## src/rtl/pit_pkg.sv

```systemverilog
package pit_pkg;

  typedef enum logic [2:0] {
    M_TERM     = 3'd0,
    M_ONESHOT  = 3'd1,
    M_RATE     = 3'd2,
    M_SQUARE   = 3'd3,
    M_SWSTROBE = 3'd4,
    M_HWSTROBE = 3'd5
  } pit_mode_e;

  // bit 2 is a don't-care whenever bit 1 is set
  function automatic pit_mode_e pit_norm(input logic [2:0] code);
    if (code[1]) return pit_mode_e'({1'b0, code[1:0]});
    return pit_mode_e'(code);
  endfunction

endpackage

```

## src/rtl/pit_decr.sv

```systemverilog
module pit_decr #(
  parameter int DIGITS = 4,
  localparam int W = 4 * DIGITS
) (
  input  logic [W-1:0] val_i,
  input  logic         bcd_i,
  output logic [W-1:0] dec_o
);

  logic [DIGITS-1:0] borrow;
  logic [W-1:0]      bcd_res;

  assign borrow[0] = 1'b1;

  for (genvar d = 0; d < DIGITS; d++) begin : g_dig
    logic [3:0] nib;
    assign nib = val_i[4*d +: 4];
    assign bcd_res[4*d +: 4] = !borrow[d]    ? nib :
                               (nib == 4'd0) ? 4'd9 : nib - 4'd1;
    if (d < DIGITS - 1) begin : g_chain
      assign borrow[d+1] = borrow[d] && (nib == 4'd0);
    end
  end

  assign dec_o = bcd_i ? bcd_res : val_i - W'(1);

endmodule

```

## src/rtl/pit_edge.sv

```systemverilog
module pit_edge (
  input  logic clk,
  input  logic rst_n,
  input  logic lvl_i,
  output logic rise_o
);

  logic lvl_q;

  always_ff @(posedge clk or negedge rst_n) begin
    if (!rst_n) lvl_q <= 1'b0;
    else        lvl_q <= lvl_i;
  end

  assign rise_o = lvl_i && !lvl_q;

endmodule

```

## src/rtl/pit_channel.sv

```systemverilog
module pit_channel
  import pit_pkg::*;
#(
  parameter int DIGITS = 4,
  localparam int W = 4 * DIGITS
) (
  input  logic         clk,
  input  logic         rst_n,
  input  logic         tick_en,
  input  logic         arm_in,
  input  logic         cw_wr,
  input  logic [2:0]   cw_mode,
  input  logic         cw_bcd,
  input  logic         ld_wr,
  input  logic [W-1:0] ld_value,
  output logic         wave_o,
  output logic [W-1:0] count_o
);

  pit_mode_e    mode_q, mode_d, new_mode;
  logic         bcd_q, bcd_d;
  logic [W-1:0] reload_q, reload_d;
  logic [W-1:0] cnt_q, cnt_d;
  logic         out_q, out_d;
  logic         run_q, run_d;
  logic         pend_q, pend_d;
  logic         armed_q, armed_d;
  logic         have_q, have_d;
  logic         trig_q, trig_d;
  logic         odd_q, odd_d;

  logic         rise, trig_now, sq_switch;
  logic [W-1:0] dec1, dec2, rel_dec;

  pit_edge u_edge (.clk(clk), .rst_n(rst_n), .lvl_i(arm_in), .rise_o(rise));

  pit_decr #(.DIGITS(DIGITS)) u_dec1 (.val_i(cnt_q),    .bcd_i(bcd_q), .dec_o(dec1));
  pit_decr #(.DIGITS(DIGITS)) u_dec2 (.val_i(dec1),     .bcd_i(bcd_q), .dec_o(dec2));
  pit_decr #(.DIGITS(DIGITS)) u_decr (.val_i(reload_q), .bcd_i(bcd_q), .dec_o(rel_dec));

  assign new_mode  = pit_norm(cw_mode);
  assign trig_now  = trig_q || rise;
  assign sq_switch = (out_q && odd_q) ? (cnt_q == '0) : (cnt_q == W'(2));

  always_comb begin
    mode_d   = mode_q;
    bcd_d    = bcd_q;
    reload_d = reload_q;
    cnt_d    = cnt_q;
    out_d    = out_q;
    run_d    = run_q;
    pend_d   = pend_q;
    armed_d  = armed_q;
    have_d   = have_q;
    trig_d   = trig_now;
    odd_d    = odd_q;

    if (cw_wr) begin
      mode_d  = new_mode;
      bcd_d   = cw_bcd;
      out_d   = (new_mode != M_TERM);
      run_d   = 1'b0;
      pend_d  = 1'b0;
      armed_d = 1'b0;
      have_d  = 1'b0;
      trig_d  = 1'b0;
    end else if (ld_wr) begin
      reload_d = ld_value;
      have_d   = 1'b1;
      case (mode_q)
        M_TERM, M_SWSTROBE: begin
          pend_d = 1'b1;
          run_d  = 1'b0;
          out_d  = (mode_q == M_SWSTROBE);
        end
        M_RATE, M_SQUARE: if (!run_q) pend_d = 1'b1;
        default: ;
      endcase
    end else if (tick_en) begin
      trig_d = 1'b0;
      case (mode_q)
        M_TERM, M_SWSTROBE: begin
          if (pend_q) begin
            cnt_d   = reload_q;
            pend_d  = 1'b0;
            run_d   = 1'b1;
            armed_d = 1'b1;
          end else begin
            if (mode_q == M_SWSTROBE && !out_q) out_d = 1'b1;
            if (run_q && arm_in) begin
              cnt_d = dec1;
              if (armed_q && dec1 == '0) begin
                armed_d = 1'b0;
                out_d   = (mode_q == M_TERM);
              end
            end
          end
        end
        M_ONESHOT, M_HWSTROBE: begin
          if (trig_now && have_q) begin
            cnt_d   = reload_q;
            run_d   = 1'b1;
            armed_d = 1'b1;
            out_d   = (mode_q == M_HWSTROBE);
          end else begin
            if (mode_q == M_HWSTROBE && !out_q) out_d = 1'b1;
            if (run_q) begin
              cnt_d = dec1;
              if (armed_q && dec1 == '0) begin
                armed_d = 1'b0;
                out_d   = (mode_q == M_ONESHOT);
              end
            end
          end
        end
        M_RATE: begin
          if (pend_q) begin
            cnt_d  = reload_q;
            out_d  = 1'b1;
            run_d  = 1'b1;
            pend_d = 1'b0;
          end else if (run_q && arm_in) begin
            if (cnt_q == W'(1)) begin
              cnt_d = reload_q;
              out_d = 1'b1;
            end else begin
              cnt_d = dec1;
              if (dec1 == W'(1)) out_d = 1'b0;
            end
          end
        end
        M_SQUARE: begin
          if (pend_q) begin
            out_d  = 1'b1;
            run_d  = 1'b1;
            pend_d = 1'b0;
            odd_d  = reload_q[0];
            cnt_d  = reload_q[0] ? rel_dec : reload_q;
          end else if (run_q && arm_in) begin
            if (sq_switch) begin
              out_d = !out_q;
              odd_d = reload_q[0];
              cnt_d = reload_q[0] ? rel_dec : reload_q;
            end else begin
              cnt_d = dec2;
            end
          end
        end
        default: ;
      endcase
    end
  end

  always_ff @(posedge clk or negedge rst_n) begin
    if (!rst_n) begin
      mode_q   <= M_TERM;
      bcd_q    <= 1'b0;
      reload_q <= '0;
      cnt_q    <= '0;
      out_q    <= 1'b1;
      run_q    <= 1'b0;
      pend_q   <= 1'b0;
      armed_q  <= 1'b0;
      have_q   <= 1'b0;
      trig_q   <= 1'b0;
      odd_q    <= 1'b0;
    end else begin
      mode_q   <= mode_d;
      bcd_q    <= bcd_d;
      reload_q <= reload_d;
      cnt_q    <= cnt_d;
      out_q    <= out_d;
      run_q    <= run_d;
      pend_q   <= pend_d;
      armed_q  <= armed_d;
      have_q   <= have_d;
      trig_q   <= trig_d;
      odd_q    <= odd_d;
    end
  end

  assign wave_o  = out_q;
  assign count_o = cnt_q;


  strobe_width_chk: assert property (@(posedge clk) disable iff (!rst_n)
    ((mode_q == M_SWSTROBE || mode_q == M_HWSTROBE) && !out_q && tick_en && !cw_wr && !ld_wr)
    |=> out_q);


  rate_low_chk: assert property (@(posedge clk) disable iff (!rst_n)
    (mode_q == M_RATE && !out_q) |-> (cnt_q == W'(1)));


  square_even_chk: assert property (@(posedge clk) disable iff (!rst_n)
    (mode_q == M_SQUARE && run_q) |-> !cnt_q[0]);


  pause_hold_chk: assert property (@(posedge clk) disable iff (!rst_n)
    ((mode_q == M_TERM || mode_q == M_RATE || mode_q == M_SQUARE || mode_q == M_SWSTROBE)
     && run_q && !pend_q && !arm_in && tick_en && !cw_wr && !ld_wr)
    |=> $stable(cnt_q));


  oneshot_end_chk: assert property (@(posedge clk) disable iff (!rst_n)
    (mode_q == M_ONESHOT && $rose(out_q) && !$past(cw_wr)) |-> (cnt_q == '0));

endmodule

```

## config.mk

```make
export PLATFORM = sky130hd
export DESIGN_NAME = pit_channel
export DESIGN_NICKNAME = d
export VERILOG_FILES = /design/src/rtl/pit_pkg.sv /design/src/rtl/pit_decr.sv /design/src/rtl/pit_edge.sv /design/src/rtl/pit_channel.sv
export SDC_FILE = /design/constraint.sdc
export NUM_CORES = 1
export LEC_CHECK = 0
export ABC_AREA = 1
export CAP_MARGIN = 10
export CORE_AREA = 2 2 120 122
export CTS_BUF_LIST = sky130_fd_sc_hd__clkbuf_16
export CTS_CLUSTER_DIAMETER = 150
export DETAILED_ROUTE_END_ITERATION = 16
export DIE_AREA = 0 0 122 124
export GPL_TIMING_DRIVEN = 1
export PLACE_DENSITY = 0.54
export SYNTH_ARGS = -nofsm -noshare
export SYNTH_HDL_FRONTEND = slang
export SYNTH_SLANG_ARGS = --single-unit
```

## constraint.sdc

```tcl
create_clock -name clk -period 3.1 [get_ports clk]
set_input_delay 0.465 -clock clk [delete_from_list [all_inputs] [get_ports clk]]
set_output_delay 0.465 -clock clk [all_outputs]
set_load 0.02 [all_outputs]
```

* Word level (Yosys, flattened, before mapping)
Cells that the tools add are included.
Storage, ports and cells: flip-flop bits (word level) 44, input bits 26, output and inout bits 17, word-level logic and storage cells 197
Cells by class: $add $sub $neg 15, equal/unequal tests 25, mux-type cells 90, bitwise gates (word level) 2, reductions and logical operators 53
Operators with widths (number):
- 2-to-1 mux 16 bit | 14
- 2-to-1 mux 4 bit | 21
- one-hot mux 16 bit (4 select lines) | 1
- logical NOT 4 bit | 12
- 2-to-1 mux 1 bit | 48
- subtractor 16 x 1 -> 16 bit (second input constant) | 3
- subtractor 4 x 1 -> 4 bit (second input constant) | 12
- equality test 16 x 1 -> 1 bit (second input constant) | 2
- logical NOT 16 bit | 2
- != test 4 bit (second input constant) | 5
- equality test 16 x 2 -> 1 bit (second input constant) | 1
- AND reduction 8 bit | 2
- != test 5 bit (second input constant) | 3
- logical AND 1 bit | 13
- != test 3 bit (second input constant) | 4
- nonzero test 3 bit | 4
- AND reduction 5 bit | 2
- nonzero test 2 bit | 4
- nonzero test 4 bit | 2
- equality test 3 x 2 -> 1 bit (second input constant) | 2
- equality test 3 bit (second input constant) | 2
- 2-to-1 mux 3 bit | 2
- != test 6 bit (second input constant) | 1
- one-hot mux 1 bit (2 select lines) | 3
- other kinds (16) | 20

* Longest topological paths before layout
Gate-level depths: netlist (run 1).
depth after elaboration 14, depth in mapped cells 23, depth with buffers taken out 23

* Modules after synthesis
From an unflattened synthesis (run 1), not the netlist that was laid out.
Second synthesis, totals: cells, all modules 1013, area total of the unflattened synthesis 5686.7 sq um
Modules (own cells, without submodules):
- pit_channel | times used 1, cells each 516, area an instance 3229.3 sq um, seq. area each 1077.3 sq um
- pit_decr at u_decr | times used 1, cells each 171, area an instance 835.8 sq um, seq. area each 0.0 sq um
- pit_decr at u_dec1 | times used 1, cells each 161, area an instance 793.3 sq um, seq. area each 0.0 sq um
- pit_decr at u_dec2 | times used 1, cells each 162, area an instance 793.3 sq um, seq. area each 0.0 sq um
- pit_edge | times used 1, cells each 3, area an instance 35.0 sq um, seq. area each 25.0 sq um

* Worst setup path before layout (run 1)
No wires, ideal clock.
kind register to register, start reg cnt_q[0], in the netlist count_o[0], end reg out_q, in the netlist wave_o, setup time 73 ps, data arrival time 2689 ps, data required time 3027 ps, setup slack 338 ps, cell stages (with the launch flop) 18, buffers on the path 0, period minus slack after synthesis 2762 ps, cell sequence dfrtp_1 -> inv_1 -> ha_1 -> nand2_4 -> nor2_4 -> nand2_2 -> xor2_1 -> ha_1 -> nand3_1 -> nor2_2 -> inv_1 -> nor2_2 -> nand3_1 -> nand3_1 -> nand2_1 -> nand2_1 -> nand2_1 -> a21oi_1
On the way: cells in the longest elaborated chain, start to end 14, elaborated cells on any way between the ends 33, classes of those cells 2 x add/sub; 5 x eq/ne; 19 x mux; 7 x reduce/logical
RTL lines:
- from (decl) | RTL line pit_channel.sv:23 | logic [W-1:0] cnt_q, cnt_d;
- from (signal assigned) | RTL line pit_channel.sv:171 | cnt_q <= cnt_d;
- parallel branches: the longest is 14 deep, another holds subtractor 16 x 1 -> 16 bit
- to (signal assigned) | RTL line pit_channel.sv:172 | out_q <= out_d;
- to (decl) | RTL line pit_channel.sv:24 | logic out_q, out_d;
Several ways; the timed one is not identified. The select of a mux whose other input is x is not followed. A chain may end at the register's enable or synchronous reset.

* Worst setup path in the final report (run 1)
start reg cnt_q[0], in the netlist count_o[0], end reg cnt_q[12], in the netlist count_o[12]
On the way: cells in the longest elaborated chain, start to end 13, elaborated cells on any way between the ends 36, classes of those cells 4 x add/sub; 2 x eq/ne; 20 x mux; 10 x reduce/logical
RTL lines:
- parallel branches: the longest is 12 deep, another holds subtractor 16 x 1 -> 16 bit
- one-hot mux 16 bit (4 select lines) (*) | RTL line pit_channel.sv:81 | case (mode_q)
Every way passes the cells marked *. The select of a mux whose other input is x is not followed.

==> impl_results.html, run 1 <==
<table>
<tr><th>Metric</th><th>Value</th></tr>
<tr><th colspan="2">Routing</th></tr>
<tr><td>Via/cell ratio</td><td>5.17</td></tr>
<tr><td>Top layer reached by signal wires</td><td>met4</td></tr>
<tr><td>Vias</td><td>4652</td></tr>
<tr><td>Drt total wl</td><td>13900 um</td></tr>
<tr><td>M1 WL</td><td>6430 um</td></tr>
<tr><td>Met2 routed wirelength</td><td>6030 um</td></tr>
<tr><td>Number of nets with antenna violations after routing</td><td>0</td></tr>
<tr><td>Iteration-0 DRC count of the detailed router</td><td>564</td></tr>
<tr><td>Post-detailed-route DRC marker count</td><td>0</td></tr>
<tr><td>Pre-Repair DR Iteration Count</td><td>7</td></tr>
<tr><td>Wire length per cell after detailed routing</td><td>15.4 um</td></tr>
<tr><td>Routed length on met3</td><td>1130 um</td></tr>
<tr><th colspan="2">CTS</th></tr>
<tr><td>Maximum clock path buffer count</td><td>2</td></tr>
<tr><td>H-tree depth reported by CTS</td><td>2</td></tr>
<tr><td>Clock insertion delay at the later pin of the skew report</td><td>300 ps</td></tr>
<tr><td>TritonCTS sink count</td><td>44</td></tr>
<tr><td>Number of setup buffers added after CTS</td><td>0</td></tr>
<tr><td>TritonCTS clock tree</td><td>yes</td></tr>
<tr><td>Number of CTS-inserted buffers</td><td>5</td></tr>
<tr><td>Master cell of the clock root buffer</td><td>sky130_fd_sc_hd__clkbuf_16</td></tr>
<tr><td>CTS Hold Buffers Added</td><td>0</td></tr>
<tr><td>Count of instances resized after the clock tree is built</td><td>0</td></tr>
<tr><td>Clock transition at the registers of the reported paths</td><td>70 ps</td></tr>
<tr><th colspan="2">Worst setup path</th></tr>
<tr><td>Maximum fanout along the worst path</td><td>6</td></tr>
<tr><td>Cell with the largest stage delay on the worst path</td><td>sky130_fd_sc_hd__dfrtp_1</td></tr>
<tr><td>Required arrival time at the worst endpoint</td><td>3300 ps</td></tr>
<tr><td>Worst path most repeated cell</td><td>sky130_fd_sc_hd__nand3_1</td></tr>
<tr><td>Crit path buf inv count</td><td>5</td></tr>
<tr><td>Startpoint class of the critical path</td><td>flip-flop</td></tr>
<tr><td>Crit path capture type</td><td>flip-flop</td></tr>
<tr><td>Worst reg2reg setup slack</td><td>290 ps</td></tr>
<tr><td>Critical-path cell list</td><td>inv_2 &gt; buf_4 &gt; nand2_2 &gt; nor2_4 &gt; nand3_1 &gt; o21ai_1 &gt; nand3_1 &gt; nand2_1 &gt; inv_1 &gt; ha_1 &gt; nand3_1 &gt; nor2_4 &gt; inv_1 &gt; nand4_1 &gt; nand3_1 &gt; nand3_1 &gt; nand2_1 &gt; nand3b_1 &gt; nand2_1 &gt; inv_1</td></tr>
<tr><td>Type of the worst setup path</td><td>flip-flop to flip-flop</td></tr>
<tr><td>Arrival time of data at the critical path endpoint</td><td>3010 ps</td></tr>
<tr><td>Crit-path max cell delay</td><td>440 ps</td></tr>
<tr><td>Top cell family by delay on the critical path</td><td>simple AND/OR/NAND/NOR gates</td></tr>
<tr><th colspan="2">GRT</th></tr>
<tr><td>First-pass GRT wire length</td><td>22200 um</td></tr>
<tr><td>Vias in the first global route</td><td>4185</td></tr>
<tr><td>Pin count of the biggest net entering global routing</td><td>45</td></tr>
<tr><td>All-Layer GR Usage</td><td>19.0%</td></tr>
<tr><td>Global route overflow</td><td>0</td></tr>
<tr><td>Antenna violations before repair</td><td>0</td></tr>
<tr><th colspan="2">Logic synthesis</th></tr>
<tr><td>Area share of the leading cell type in the synthesized netlist</td><td>26.3%</td></tr>
<tr><td>Number of instances in the synthesized netlist</td><td>666</td></tr>
<tr><td>Proportion of register bits with asynchronous set or reset after synthesis</td><td>100%</td></tr>
<tr><td>Count of flip-flops with a built-in enable after synthesis</td><td>0</td></tr>
<tr><td>Net count of the mapped netlist</td><td>699</td></tr>
<tr><td>Biggest area contributors in the synthesized netlist</td><td>sky130_fd_sc_hd__dfrtp_1 (26%), sky130_fd_sc_hd__nand2_1 (17%), sky130_fd_sc_hd__inv_1 (9.1%)</td></tr>
<tr><td>Portion of the post-synthesis area used by sequential elements</td><td>27.0%</td></tr>
<tr><td>Syn_area_per_cell</td><td>6.14 um^2</td></tr>
<tr><td>Synthesized flop and latch total</td><td>44</td></tr>
<tr><td>Cell type contributing the most total cell area after synthesis</td><td>sky130_fd_sc_hd__dfrtp_1</td></tr>
<tr><td>Number of warnings issued by yosys</td><td>0</td></tr>
<tr><td>Mapped Area</td><td>4090 um^2</td></tr>
<tr><td>Synth Flop Type</td><td>sky130_fd_sc_hd__dfrtp_1</td></tr>
<tr><td>Cell variety after synth</td><td>45</td></tr>
<tr><th colspan="2">Finish</th></tr>
<tr><td>Footprint of the multi-input gates</td><td>2550 um^2</td></tr>
<tr><td>Number of inserted filler cells in the final layout</td><td>1524</td></tr>
<tr><td>Sequential cell area</td><td>1100 um^2</td></tr>
<tr><td>Area added between synthesis and finish</td><td>21.8%</td></tr>
<tr><td>Most used cells in the layout excluding fill and tap cells</td><td>sky130_fd_sc_hd__nand2_1 (181), sky130_fd_sc_hd__inv_1 (98), sky130_fd_sc_hd__nor2_1 (72), sky130_fd_sc_hd__nand3_1 (55), sky130_fd_sc_hd__dfrtp_1 (43)</td></tr>
<tr><td>Util after Layout</td><td>36.3%</td></tr>
<tr><td>Layout net count</td><td>752</td></tr>
<tr><td>Diodes inserted</td><td>0</td></tr>
<tr><td>Most common library cell in the layout ignoring fill and taps</td><td>sky130_fd_sc_hd__nand2_1</td></tr>
<tr><td>Layout cell share with drive strength beyond 1</td><td>9.17%</td></tr>
<tr><th colspan="2">STA</th></tr>
<tr><td>Final Setup Violations</td><td>0</td></tr>
<tr><td>Slew Viols, Final</td><td>0</td></tr>
<tr><td>Final sum of negative setup slack</td><td>0 ps</td></tr>
<tr><td>Worst slew margin relative to its limit</td><td>30.9%</td></tr>
<tr><td>Largest clock skew in the final design</td><td>5.37 ps</td></tr>
<tr><td>Hold Slack</td><td>347 ps</td></tr>
<tr><td>Least-Margin Pin Slew</td><td>1040 ps</td></tr>
<tr><td>Min Tclk post-route</td><td>2810 ps</td></tr>
<tr><td>Final Hold Viols</td><td>0</td></tr>
<tr><td>Unrepaired setup endpoints after global routing</td><td>no</td></tr>
<tr><td>Period utilization</td><td>90.7%</td></tr>
<tr><td>Maximum clock frequency</td><td>356 MHz</td></tr>
<tr><th colspan="2">Floorplan</th></tr>
<tr><td>I/O Pins</td><td>43</td></tr>
<tr><td>Initial Utilization</td><td>29.8%</td></tr>
<tr><td>Area of the placeable core</td><td>13700 um^2</td></tr>
<tr><td>Number of cell rows</td><td>43</td></tr>
<tr><td>Die W</td><td>122 um</td></tr>
<tr><td>Die area</td><td>15100 um^2</td></tr>
<tr><td>DIE HEIGHT</td><td>124 um</td></tr>
<tr><th colspan="2">Power</th></tr>
<tr><td>Pwr per Cell Area</td><td>692 nW/um^2</td></tr>
<tr><td>Leak pwr</td><td>2.35 nW</td></tr>
<tr><td>Maximum VDD drop</td><td>0.000282 V</td></tr>
<tr><th colspan="2">Place</th></tr>
<tr><td>Post-detail-place hpwl</td><td>10900 um</td></tr>
<tr><td>Quantity of I/O buffers inserted on ports</td><td>42</td></tr>
<tr><td>Final weighted congestion in routability-driven placement</td><td>0.986</td></tr>
<tr><th colspan="2">Job</th></tr>
<tr><td>Max_cap viols</td><td>0</td></tr>
<tr><th colspan="2">Run status</th></tr>
<tr><td>Run status</td><td>complete, no violations</td></tr>
<tr><th colspan="2">Min path</th></tr>
<tr><td>Worst min-delay path category</td><td>input port to asynchronous set/reset pin</td></tr>
</table>
-- cells by family after synthesis --
family	after synthesis	share of synthesized area, %
simple gates	366	40.0
compound gates	124	18.2
buf+inv	120	11.2
flops	44	27.0
fa+ha+maj	7	2.14
xor+xnor	5	1.53
-- path summary, 6_finish.rpt --
check | to | startpoint | cells past startpoint
worst max register to register | count_o[12]$_DFFE_PN0P_ | count_o[0]$_DFFE_PN0P_ | 20
worst min-delay path | reload_q[2]$_DFFE_PN0P_ | rst_n | 1
max in group asynchronous | mode_q[0]$_DFFE_PN0P_ | rst_n | 1
min in group clk | odd_q$_DFFE_PN0P_ | odd_q$_DFFE_PN0P_ | 2
worst min register to register | odd_q$_DFFE_PN0P_ | odd_q$_DFFE_PN0P_ | 2
worst max-delay path | count_o[12]$_DFFE_PN0P_ | count_o[0]$_DFFE_PN0P_ | 20
-- final cells by class --
type / instances / area share [%]
Clock buffer: 5 / 2.51
Clock inverter: 3 / 0.402
Inverter: 105 / 7.92
Multi-Input combinational cell: 502 / 51.3
Sequential cell: 44 / 22.1
Tap cell: 180 / 4.52
Timing Repair Buffer: 61 / 11.2
-- where the power goes --
group	internal [mW]	switching (mW)
logic	0.711	1.24
registers	0.716	0.235
clock network	0.297	0.245
total	1.72	1.72
-- per-stage QoR --
step	cell area (um^2)	std cells	total power, mW	worst slack (ps)
finish	4980	900	3.45	289
global placement	4810	892	2.84	271
floorplan	4090	666	2.18	338
detailed placement	4810	892	2.84	197
global route	4980	900	3.75	0.629
CTS	4950	900	3.40	198
-- cell usage after synthesis (5+ instances only) --
master / count
sky130_fd_sc_hd__a221oi_1: 8
sky130_fd_sc_hd__nor2_2: 6
sky130_fd_sc_hd__nor3_1: 10
sky130_fd_sc_hd__nand4_1: 15
sky130_fd_sc_hd__nand3_1: 55
sky130_fd_sc_hd__o21ai_0: 42
sky130_fd_sc_hd__ha_1: 7
sky130_fd_sc_hd__inv_1: 99
sky130_fd_sc_hd__o22ai_1: 9
sky130_fd_sc_hd__nor2_4: 5
sky130_fd_sc_hd__a21oi_1: 33
sky130_fd_sc_hd__nand2_1: 181
sky130_fd_sc_hd__nor2_1: 74
sky130_fd_sc_hd__inv_2: 5
sky130_fd_sc_hd__a22oi_1: 9
sky130_fd_sc_hd__dfrtp_1: 43
sky130_fd_sc_hd__nand2_2: 7
sky130_fd_sc_hd__clkbuf_1: 13
-- worst register-to-register path: stages, from the launching register on --
cell	delay, ps
sky130_fd_sc_hd__dfrtp_1	440
sky130_fd_sc_hd__inv_2	110
sky130_fd_sc_hd__buf_4	150
sky130_fd_sc_hd__nand2_2	100
sky130_fd_sc_hd__nor2_4	190
sky130_fd_sc_hd__nand3_1	120
sky130_fd_sc_hd__o21ai_1	130
sky130_fd_sc_hd__nand3_1	90
sky130_fd_sc_hd__nand2_1	140
sky130_fd_sc_hd__inv_1	110
sky130_fd_sc_hd__ha_1	260
sky130_fd_sc_hd__nand3_1	150
sky130_fd_sc_hd__nor2_4	70
sky130_fd_sc_hd__inv_1	80
sky130_fd_sc_hd__nand4_1	80
sky130_fd_sc_hd__nand3_1	90
sky130_fd_sc_hd__nand3_1	80
sky130_fd_sc_hd__nand2_1	80
sky130_fd_sc_hd__nand3b_1	110
sky130_fd_sc_hd__nand2_1	90
sky130_fd_sc_hd__inv_1	40
-- per-layer routing --
metal / track usage (%) / vias to the layer above
met3: 2.84 / 22
met5: 0 / -
met2: 29.9 / 228
met4: 5.60 / 0
met1: 26.8 / 2099
li1: - / 2303
Note: power is estimated with default switching activity, not from simulation.
==> run 2: changes to the inputs <==
==> constraint.sdc (replaced) <==
create_clock -name clk -period 3.5 [get_ports clk]
set_input_delay 0.525 -clock clk [delete_from_list [all_inputs] [get_ports clk]]
set_output_delay 0.525 -clock clk [all_outputs]
set_load 0.02 [all_outputs]
==> impl_results.html, run 2 (same netlist as run 1, synthesis figures left out) <==
<table>
<tr><th>Metric</th><th>Value</th></tr>
<tr><th colspan="2">Power</th></tr>
<tr><td>Post-layout total power</td><td>3.00 mW (-13%)</td></tr>
<tr><td>Pwr per Cell Area</td><td>611 nW/um^2 (-12%)</td></tr>
<tr><td>Maximum VDD drop</td><td>0.000203 V (-28%)</td></tr>
<tr><td>Leak pwr</td><td>2.32 nW (-1.1%)</td></tr>
<tr><td>Combinational group share of total power</td><td>56.2% (-0.5 points)</td></tr>
<tr><td>Internal power consumption</td><td>1.50 mW (-13%)</td></tr>
<tr><td>Net switching power</td><td>1.50 mW (-13%)</td></tr>
<tr><td>Proportion of total power due to net switching</td><td>50.0% (+0.082 points)</td></tr>
<tr><td>Share of power burned in the clock network</td><td>16.1% (+0.4 points)</td></tr>
<tr><td>Register share of total power</td><td>27.7% (about the same)</td></tr>
<tr><th colspan="2">STA</th></tr>
<tr><td>Slew Viols, Final</td><td>0 (unchanged)</td></tr>
<tr><td>Final Hold Viols</td><td>0 (unchanged)</td></tr>
<tr><td>Maximum clock frequency</td><td>321 MHz (-9.8%)</td></tr>
<tr><td>Final sum of negative setup slack</td><td>0 ps (unchanged)</td></tr>
<tr><td>Period utilization</td><td>89.0% (-1.6 points)</td></tr>
<tr><td>Least-Margin Pin Slew</td><td>1050 ps (+12.7 ps)</td></tr>
<tr><td>Min Tclk post-route</td><td>3120 ps (+306 ps)</td></tr>
<tr><td>Unrepaired setup endpoints after global routing</td><td>no</td></tr>
<tr><td>Final Setup Violations</td><td>0 (unchanged)</td></tr>
<tr><td>Worst slew margin relative to its limit</td><td>30.1% (-0.85 points)</td></tr>
<tr><td>Largest clock skew in the final design</td><td>6.22 ps (+0.848 ps)</td></tr>
<tr><th colspan="2">Worst setup path</th></tr>
<tr><td>Crit path capture type</td><td>flip-flop</td></tr>
<tr><td>Arrival time of data at the critical path endpoint</td><td>3370 ps (+360 ps)</td></tr>
<tr><td>Maximum fanout along the worst path</td><td>7 (+1)</td></tr>
<tr><td>Startpoint class of the critical path</td><td>flip-flop</td></tr>
<tr><td>Required arrival time at the worst endpoint</td><td>3750 ps (+450 ps)</td></tr>
<tr><td>Type of the worst setup path</td><td>flip-flop to flip-flop</td></tr>
<tr><th colspan="2">CTS</th></tr>
<tr><td>TritonCTS sink count</td><td>44 (unchanged)</td></tr>
<tr><td>Master cell of the clock root buffer</td><td>sky130_fd_sc_hd__clkbuf_16</td></tr>
<tr><td>CTS Hold Buffers Added</td><td>0 (unchanged)</td></tr>
<tr><td>TritonCTS clock tree</td><td>yes</td></tr>
<tr><td>Clock insertion delay at the later pin of the skew report</td><td>300 ps (about the same)</td></tr>
<tr><td>Number of setup buffers added after CTS</td><td>0 (unchanged)</td></tr>
<tr><td>Number of CTS-inserted buffers</td><td>5 (unchanged)</td></tr>
<tr><td>Count of instances resized after the clock tree is built</td><td>0 (unchanged)</td></tr>
<tr><td>H-tree depth reported by CTS</td><td>2 (unchanged)</td></tr>
<tr><td>Clock transition at the registers of the reported paths</td><td>70 ps (about the same)</td></tr>
<tr><td>Maximum clock path buffer count</td><td>2 (unchanged)</td></tr>
<tr><th colspan="2">Floorplan</th></tr>
<tr><td>Number of cell rows</td><td>43 (unchanged)</td></tr>
<tr><td>Area of the placeable core</td><td>13700 um^2 (unchanged)</td></tr>
<tr><td>Die W</td><td>122 um (unchanged)</td></tr>
<tr><td>Die area</td><td>15100 um^2 (unchanged)</td></tr>
<tr><td>I/O Pins</td><td>43 (unchanged)</td></tr>
<tr><td>DIE HEIGHT</td><td>124 um (unchanged)</td></tr>
<tr><td>Initial Utilization</td><td>29.8% (unchanged)</td></tr>
<tr><th colspan="2">GRT</th></tr>
<tr><td>Pin count of the biggest net entering global routing</td><td>45 (unchanged)</td></tr>
<tr><td>Vias in the first global route</td><td>4296 (+2.7%)</td></tr>
<tr><td>Antenna violations before repair</td><td>0 (unchanged)</td></tr>
<tr><td>First-pass GRT wire length</td><td>22400 um (+1.2%)</td></tr>
<tr><td>Global route overflow</td><td>0 (unchanged)</td></tr>
<tr><td>All-Layer GR Usage</td><td>19.3% (+0.28 points)</td></tr>
<tr><th colspan="2">Routing</th></tr>
<tr><td>Post-detailed-route DRC marker count</td><td>0 (unchanged)</td></tr>
<tr><td>Wire length per cell after detailed routing</td><td>15.5 um (+0.73%)</td></tr>
<tr><td>Via/cell ratio</td><td>5.08 (-1.8%)</td></tr>
<tr><td>Pre-Repair DR Iteration Count</td><td>5 (-2)</td></tr>
<tr><td>Number of nets with antenna violations after routing</td><td>0 (unchanged)</td></tr>
<tr><td>Iteration-0 DRC count of the detailed router</td><td>361 (-36%)</td></tr>
<tr><td>Vias</td><td>4550 (-2.2%)</td></tr>
<tr><td>Drt total wl</td><td>13900 um (+0.28%)</td></tr>
<tr><th colspan="2">Finish</th></tr>
<tr><td>Diodes inserted</td><td>0 (unchanged)</td></tr>
<tr><td>Most used cells in the layout excluding fill and tap cells</td><td>sky130_fd_sc_hd__nand2_1 (181), sky130_fd_sc_hd__inv_1 (99), sky130_fd_sc_hd__nor2_1 (74), sky130_fd_sc_hd__nand3_1 (55), sky130_fd_sc_hd__dfrtp_1 (43)</td></tr>
<tr><td>Layout net count</td><td>748 (-0.53%)</td></tr>
<tr><td>Area added between synthesis and finish</td><td>20.4%</td></tr>
<tr><td>Final non-filler cell total</td><td>896 (-0.44%)</td></tr>
<tr><td>Layout cell share with drive strength beyond 1</td><td>7.96% (-1.2 points)</td></tr>
<tr><td>Most common library cell in the layout ignoring fill and taps</td><td>sky130_fd_sc_hd__nand2_1</td></tr>
<tr><th colspan="2">Place</th></tr>
<tr><td>Final weighted congestion in routability-driven placement</td><td>0.946 (-4.0%)</td></tr>
<tr><td>DP Cell Count</td><td>888 (-0.45%)</td></tr>
<tr><td>Post-detail-place hpwl</td><td>10900 um (about the same)</td></tr>
<tr><td>Quantity of I/O buffers inserted on ports</td><td>42 (unchanged)</td></tr>
<tr><th colspan="2">Run status</th></tr>
<tr><td>Run status</td><td>complete, no violations</td></tr>
<tr><th colspan="2">Job</th></tr>
<tr><td>Max_cap viols</td><td>0 (unchanged)</td></tr>
<tr><th colspan="2">Min path</th></tr>
<tr><td>Worst min-delay path category</td><td>input port to asynchronous set/reset pin</td></tr>
</table>
run 2: cell types whose count changed in the layout (fill, tap and decap cells not counted), moves of 2 or more:
cell                     delta
sky130_fd_sc_hd__nor2_4     -2
sky130_fd_sc_hd__buf_4      -4
sky130_fd_sc_hd__nor2_1     +2
sky130_fd_sc_hd__inv_2      -2
run 2: cell type report:
cell class	instances	area [um^2]
fillers	1542	8800
multi-input cells	502	2530
flip-flops and latches	44	1100
repair buffers	57	528
inverters	105	394
well taps	180	225
clock buffers	5	125
clock inverters	3	18.8
run 2: worst max-delay path: stages (launching register included):
cell and delay [ps]:
sky130_fd_sc_hd__dfrtp_1 440, sky130_fd_sc_hd__inv_1 210, sky130_fd_sc_hd__ha_1 320, sky130_fd_sc_hd__nand2_4 100, sky130_fd_sc_hd__nor2_4 130, sky130_fd_sc_hd__nand2_2 90, sky130_fd_sc_hd__nand2_1 70, sky130_fd_sc_hd__nand2_1 50
sky130_fd_sc_hd__nand2_1 50, sky130_fd_sc_hd__nand2_1 90, sky130_fd_sc_hd__inv_1 140, sky130_fd_sc_hd__ha_1 230, sky130_fd_sc_hd__nand3_1 110, sky130_fd_sc_hd__nor2_2 240, sky130_fd_sc_hd__inv_1 100, sky130_fd_sc_hd__nor2_2 160
sky130_fd_sc_hd__nor2_1 70, sky130_fd_sc_hd__nand3_1 80, sky130_fd_sc_hd__nand3_1 90, sky130_fd_sc_hd__nand3_1 150, sky130_fd_sc_hd__nand2_1 70, sky130_fd_sc_hd__inv_1 50
run 2: through the flow:
stage / util (%) / hold slack, ps / setup WS (ps) / area (um^2)
after detailed placement: 34.8 / 496 / 454 / 4780
after global placement: 34.8 / 489 / 520 / 4780
after CTS: 35.9 / 452 / 422 / 4920
after floorplan: - / 229 / 738 / 4090
after global routing: 35.9 / 510 / 42.9 / 4920
final: 35.9 / 413 / 384 / 4920
run 2: routing by layer:
metal  share of wire, %  global-route usage (%)
met2                 44                    30.5
met3                6.6                    3.62
met5                  0                       0
met4                1.6                    6.47
met1                 48                    26.4
run 2: power by group through the flow:
stage	sequential [mW]	combinational, mW	clock, mW
final	0.833	1.69	0.484
after global placement	0.838	1.66	0
after detailed placement	0.844	1.67	0
after CTS	0.834	1.67	0.503
after floorplan	0.896	1.03	0
after global routing	0.862	1.89	0.526
run 2: path summary, 6_finish.rpt:
path | slack (ps) | to | from | cells past startpoint
worst min-delay path | 410 | reload_q[1]$_DFFE_PN0P_ | rst_n | 1
worst min register to register | 510 | odd_q$_DFFE_PN0P_ | odd_q$_DFFE_PN0P_ | 2
max in group asynchronous | 2440 | mode_q[0]$_DFFE_PN0P_ | rst_n | 1
min in group clk | 510 | odd_q$_DFFE_PN0P_ | odd_q$_DFFE_PN0P_ | 2
worst max register to register | 380 | count_o[15]$_DFFE_PN0P_ | count_o[0]$_DFFE_PN0P_ | 21
worst max-delay path | 380 | count_o[15]$_DFFE_PN0P_ | count_o[0]$_DFFE_PN0P_ | 21
